`src/rtl/cantx_mode_ctrl.sv`:
```
module cantx_mode_ctrl #(
  parameter int SYNC_STAGES      = 2,
  parameter int CLAMP_CYCLES     = 16,
  parameter int MAX_ENTRY_CYCLES = 2350
) (
  input  logic       clk,
  input  logic       rst_n,
  input  logic       stby_n_pin,
  input  logic       txd_pin,
  input  logic       vcc_low,
  input  logic       vio_low,
  input  logic       bus_dom,
  input  logic       rxd_level,
  input  logic       over_temp,
  output logic [1:0] mode,
  output logic       drive_en,
  output logic       cmp_en,
  output logic       rx_from_wake
);

  localparam int CW = $clog2(CLAMP_CYCLES + 1);
  localparam int EW = $clog2(MAX_ENTRY_CYCLES + 1);
  localparam logic [CW-1:0] CLAMP_MAX = CW'(CLAMP_CYCLES);
  localparam logic [EW-1:0] ENTRY_MAX = EW'(MAX_ENTRY_CYCLES);
  localparam logic [1:0] M_OFF  = 2'b00;
  localparam logic [1:0] M_STBY = 2'b01;
  localparam logic [1:0] M_SIL  = 2'b10;
  localparam logic [1:0] M_NORM = 2'b11;
  localparam logic [6:0] SYNC_RST = 7'b0101111;

  logic [6:0] sync_q [SYNC_STAGES];
  logic s_ot, s_rxd, s_dom, s_vio, s_vcc, s_txd, s_stby;
  logic [1:0] nxt;
  logic [CW-1:0] clamp_cnt;
  logic clamp_cond, ot_lock;

  always_ff @(posedge clk or negedge rst_n) begin
    if (!rst_n) begin
      for (int i = 0; i < SYNC_STAGES; i++) sync_q[i] <= SYNC_RST;
    end else begin
      sync_q[0] <= {over_temp, rxd_level, bus_dom, vio_low, vcc_low, txd_pin, stby_n_pin};
      for (int i = 1; i < SYNC_STAGES; i++) sync_q[i] <= sync_q[i-1];
    end
  end

  assign {s_ot, s_rxd, s_dom, s_vio, s_vcc, s_txd, s_stby} = sync_q[SYNC_STAGES-1];
  assign clamp_cond = (mode == M_NORM) && s_dom && s_rxd;

  always_comb begin
    nxt = mode;
    if (s_vcc || s_vio) nxt = M_OFF;
    else begin
      case (mode)
        M_OFF:   nxt = M_STBY;
        M_STBY:  if (!s_stby && s_txd) nxt = M_NORM;
        M_NORM:  if (s_stby) nxt = M_STBY;
                 else if (clamp_cond && clamp_cnt == CLAMP_MAX) nxt = M_SIL;
        default: if (s_stby) nxt = M_STBY;
                 else if (!s_rxd) nxt = M_NORM;
      endcase
    end
  end

  always_ff @(posedge clk or negedge rst_n) begin
    if (!rst_n) begin
      mode      <= M_OFF;
      clamp_cnt <= '0;
      ot_lock   <= 1'b0;
    end else begin
      mode <= nxt;
      if (!clamp_cond) clamp_cnt <= '0;
      else if (clamp_cnt != CLAMP_MAX) clamp_cnt <= clamp_cnt + 1'b1;
      if (s_ot) ot_lock <= 1'b1;
      else if (s_txd) ot_lock <= 1'b0;
    end
  end

  assign drive_en     = (mode == M_NORM) && !ot_lock && !s_ot;
  assign cmp_en       = mode[1];
  assign rx_from_wake = !mode[1];

  logic [EW-1:0] entry_cnt;
  always_ff @(posedge clk or negedge rst_n) begin
    if (!rst_n) entry_cnt <= '0;
    else if (mode == M_STBY && !stby_n_pin && txd_pin && !vcc_low && !vio_low) begin
      if (entry_cnt != ENTRY_MAX) entry_cnt <= entry_cnt + 1'b1;
    end else entry_cnt <= '0;
  end


  drive_only_normal_chk: assert property (@(posedge clk) disable iff (!rst_n)
    drive_en |-> mode == M_NORM);

  ot_blocks_drive_chk: assert property (@(posedge clk) disable iff (!rst_n)
    s_ot |-> !drive_en);

  uv_forces_off_chk: assert property (@(posedge clk) disable iff (!rst_n)
    (s_vcc || s_vio) |=> mode == M_OFF);

  standby_outputs_chk: assert property (@(posedge clk) disable iff (!rst_n)
    mode == M_STBY |-> (!cmp_en && rx_from_wake && !drive_en));

  entry_needs_txd_chk: assert property (@(posedge clk) disable iff (!rst_n)
    ($past(mode) == M_STBY && mode == M_NORM) |-> $past(s_txd && !s_stby));

  entry_latency_chk: assert property (@(posedge clk) disable iff (!rst_n)
    entry_cnt < ENTRY_MAX);

  silent_needs_clamp_chk: assert property (@(posedge clk) disable iff (!rst_n)
    ($past(mode) == M_NORM && mode == M_SIL) |-> $past(s_dom && s_rxd));

endmodule

```
`config.mk`:
```
export PLATFORM = sky130hd
export DESIGN_NAME = cantx_mode_ctrl
export DESIGN_NICKNAME = d
export VERILOG_FILES = /design/src/rtl/cantx_mode_ctrl.sv
export SDC_FILE = /design/constraint.sdc
export NUM_CORES = 1
export LEC_CHECK = 0
export BUFFER_PORTS_ARGS = -buffer_cell sky130_fd_sc_hd__buf_4
export CORE_ASPECT_RATIO = 1.1
export CORE_MARGIN = 2
export CORE_UTILIZATION = 50
export CTS_CLUSTER_SIZE = 30
export DETAILED_ROUTE_END_ITERATION = 8
export PLACE_DENSITY = 0.73
export SYNTH_ARGS = -nofsm -noshare
export SYNTH_HDL_FRONTEND = slang
export SYNTH_SLANG_ARGS = --single-unit
```
`constraint.sdc`:
```
create_clock -name clk -period 1.4 [get_ports clk]
set_clock_uncertainty 0.05 [all_clocks]
set_input_delay 0.28 -clock clk [delete_from_list [all_inputs] [get_ports clk]]
set_output_delay 0.28 -clock clk [all_outputs]
set_load 0.05 [all_outputs]
```
==> flow_summary.json <==
{
  "outcome": "complete, but fails checks",
  "violations_in_the_final_reports": "negative setup slack",
  "via_count": 462,
  "total_switching_power_w": 0.000208,
  "rr_worst_depth": 4,
  "min_delay_worst_endpoint": "sync_q[8]",
  "pwr-share-seq": 0.673,
  "worst_case_clock_buffer_depth": 2,
  "cp-end-kind": "output port",
  "layout_common_cells": "16 x sky130_fd_sc_hd__buf_4, 10 x sky130_fd_sc_hd__dfrtp_1, 10 x sky130_fd_sc_hd__dfstp_2, 4 x sky130_fd_sc_hd__nor2_1",
  "routed_wire_length_per_instance_um": 12.4,
  "antenna_found_initial": 0,
  "powerDensity_nw_per_um2": 944,
  "yosysUniqueCellTypes": 20,
  "max-vdd-ir-drop_mv": 0.872,
  "final-setup-viol-count": 3,
  "detail_route.vias_per_cell": 4.91,
  "hold_path_startpoint": "txd_pin",
  "grtUsageTotal": 0.138,
  "firstDrtPassIters": 4,
  "drt-initial-drc-count": 3,
  "die_w_um": 42.0,
  "timing.reg2reg.setup_slack_ps": 50,
  "initial_utilization": 0.517,
  "die_h_um": 45.8,
  "io_buffer_count": 13,
  "crit_path_arrival_time_ps": 1170,
  "synth.top_cell.area_share": 0.377,
  "timing.max_cap.violations": 0,
  "synth_cells": 51,
  "setup_ws_ps": -97.9,
  "setup_repair_after_global_routing_missed_its_margin": "yes",
  "cts_htree_levels": 1,
  "place_ws_ps": 53.8,
  "switching_share": 0.203,
  "final.min_clock_period_ps": 1500,
  "gpl.final_weighted_congestion": 0.785,
  "final_min_period_over_clock_period": 1.07,
  "cts.sinks": 22,
  "drc": 0,
  "fillerInstances": 116,
  "layout-drive-gt1-share": 0.597,
  "syn-mean-instance-area_um2": 15.6,
  "antenna_left": 0,
  "clk_root_buffer_cell": "sky130_fd_sc_hd__clkbuf_4",
  "synthToLayoutAreaGrowth_pct": 36.5,
  "clk_pin_slew_worst_paths_ps": 110,
  "worst-slew-pin-transition_ps": 267,
  "syn-num-nets": 62,
  "max_freq_ghz": 0.668,
  "r2r-end": "mode[0]",
  "synth.yosys.warnings": 0,
  "timing_max_transition_violations_final": 0,
  "part_of_the_total_power_dissipated_in_the_clock_network": 0.264,
  "tritoncts": "done",
  "required_ps": 1070,
  "first_global_vias": 472,
  "maximum_number_of_pins_on_one_net_before_global_route_repair": 23,
  "ys_seq_area_frac": 0.708,
  "setup.worst_path.class": "reg2out",
  "worst_path_maximum_fanout": 4,
  "ys_seq_elements": 22,
  "die_area_um2": 1930,
  "startpoint_of_the_worst_slack_reg_to_reg_timing_path": "mode[0]",
  "netlist_area_um2": 796,
  "hold_path_depth": 1,
  "timing.final.hold_violations": 0,
  "grt_overflow": 0,
  "final_net_count": 89,
  "netlist.top_cell.by_area": "sky130_fd_sc_hd__dfrtp_1",
  "comb_power_share": 0.063,
  "top_level_ports": 14,
  "grt_first_pass_wirelength_um": 1890,
  "crit_path_start_kind": "flop",
  "power_leakage_nw": 0.484,
  "commonest_non_fill_non_tap_cell_in_the_layout": "sky130_fd_sc_hd__buf_4",
  "post-dp-hpwl_um": 806,
  "timing.slew.headroom": 0.822,
  "synth_area_leaders": "sky130_fd_sc_hd__dfrtp_1 38%, sky130_fd_sc_hd__dfstp_2 33%, sky130_fd_sc_hd__ha_1 3.1%",
  "rows": 15,
  "floorplan.core_area_um2": 1540,
  "insertion_delay_ps": 290,
  "fin_tns_setup_ps": -202,
  "internal_portion_of_total_power_w": 0.000817,
  "antenna_cells": 0,
  "hold_path_class": "in2reg",
  "cts-buffers-inserted": 3,
  "drt_wl_total_um": 1170,
  "hold-worst-slack_ps": 36.3
}
-- critical path, stage by stage (launching register included) --
cell and delay (ps):
sky130_fd_sc_hd__dfrtp_4 530, sky130_fd_sc_hd__buf_12 140, sky130_fd_sc_hd__clkinvlp_4 70, sky130_fd_sc_hd__buf_8 140
-- cells in the mapped netlist (all sizes together) --
| library cell | n |
|---|---|
| ha | 2 |
| inv | 4 |
| xnor2 | 2 |
| nor2 | 4 |
| nor4b | 2 |
| nand4 | 1 |
| a21oi | 1 |
| dfrtp | 12 |
| nor4 | 2 |
| xor2 | 2 |
| nor3 | 2 |
| and4bb | 1 |
| a21o | 1 |
| dfstp | 10 |
| nand3 | 2 |
| mux2i | 1 |
| nand2 | 1 |
| buf | 1 |
-- what timing repair did --
action / in CTS / in global routing
setup endpoints to repair: 4 / 6
hold buffers: 1 / 0
gates cloned: 0 / 0
setup buffers: 5 / 4
pin swaps: 2 / 1
resized for setup: 7 / 1
endpoints found under the hold margin: 12 / 0
-- cell type report --
cell class / instances / area [µm²] / share of cell area
Multi-Input combinational cell: 24 / 235 / 0.217
Tap cell: 17 / 21.3 / 0.0196
Sequential cell: 22 / 571 / 0.525
Inverter: 4 / 18.8 / 0.0173
Clock buffer: 4 / 26.3 / 0.0242
Timing Repair Buffer: 23 / 214 / 0.197
-- how the worst max path moves through the flow --
stage	from	to	slack, ps	cells past startpoint
4_1_cts	mode[1]	rx_from_wake	-110	3
6_report	mode[1]	rx_from_wake	-100	3
5_1_grt	mode[1]	rx_from_wake	-150	3
3_3_place_gp	clamp_cnt[0]	mode[0]	100	5
2_1_floorplan	mode[1]	drive_en	-70	2
3_5_place_dp	clamp_cnt[0]	mode[0]	50	5
-- stage by stage --
stage	util	cells	power (W)	area, µm²
2_1_floorplan	-	51	0.000716	832
5_1_grt	0.706	94	0.00107	1090
3_5_place_dp	0.613	80	0.000753	943
3_3_place_gp	0.613	80	0.000750	943
4_1_cts	0.686	90	0.00104	1060
6_report	0.706	94	0.00102	1090
-- state kept, by name, indices dropped and copies added (netlist names) --
| signal | count |
|---|---|
| clamp_cnt | 5 |
| mode | 2 |
| ot_lock | 1 |
| s_dom | 1 |
| s_ot | 1 |
| s_rxd | 1 |
| s_stby | 1 |
| s_txd | 1 |
| s_vcc | 1 |
| s_vio | 1 |
| sync_q | 7 |
-- logic make-up (layout without fill, tap and decap cells) --
kind of cell | Yosys count | after routing | synth area share
flip-flops | 22 | 22 | 0.708
AND/OR/NAND/NOR | 15 | 15 | 0.160
AO/OA/AOI/OAI | 2 | 2 | 0.0157
adder cells (fa/ha/maj) | 2 | 2 | 0.0314
buffers and inverters | 5 | 31 | 0.0283
multiplexers | 1 | 1 | 0.0126
XOR/XNOR | 4 | 4 | 0.0440
-- layer usage --
| layer | part of all wire | up-vias | wire length [µm] | GRT usage |
|---|---|---|---|---|
| met2 | 0.57 | 11 | 670 | 0.250 |
| met4 | 0.010 | 0 | 12 | 0.0750 |
| met3 | 0.035 | 2 | 41 | 0.0357 |
| li1 | - | 220 | - | - |
| met5 | 0 | - | 0 | 0 |
| met1 | 0.38 | 229 | 443 | 0.150 |
-- power groups by stage --
| stage | clock network, W | logic (W) | registers, W |
|---|---|---|---|
| detailed placement | 0 | 0.0000487 | 0.000705 |
| CTS | 0.000285 | 0.0000641 | 0.000690 |
| global route | 0.000311 | 0.0000704 | 0.000693 |
| finish | 0.000270 | 0.0000646 | 0.000690 |
| global placement | 0 | 0.0000479 | 0.000702 |
| floorplan | 0 | 0.00000942 | 0.000707 |
(Power assumes the default switching activity.)
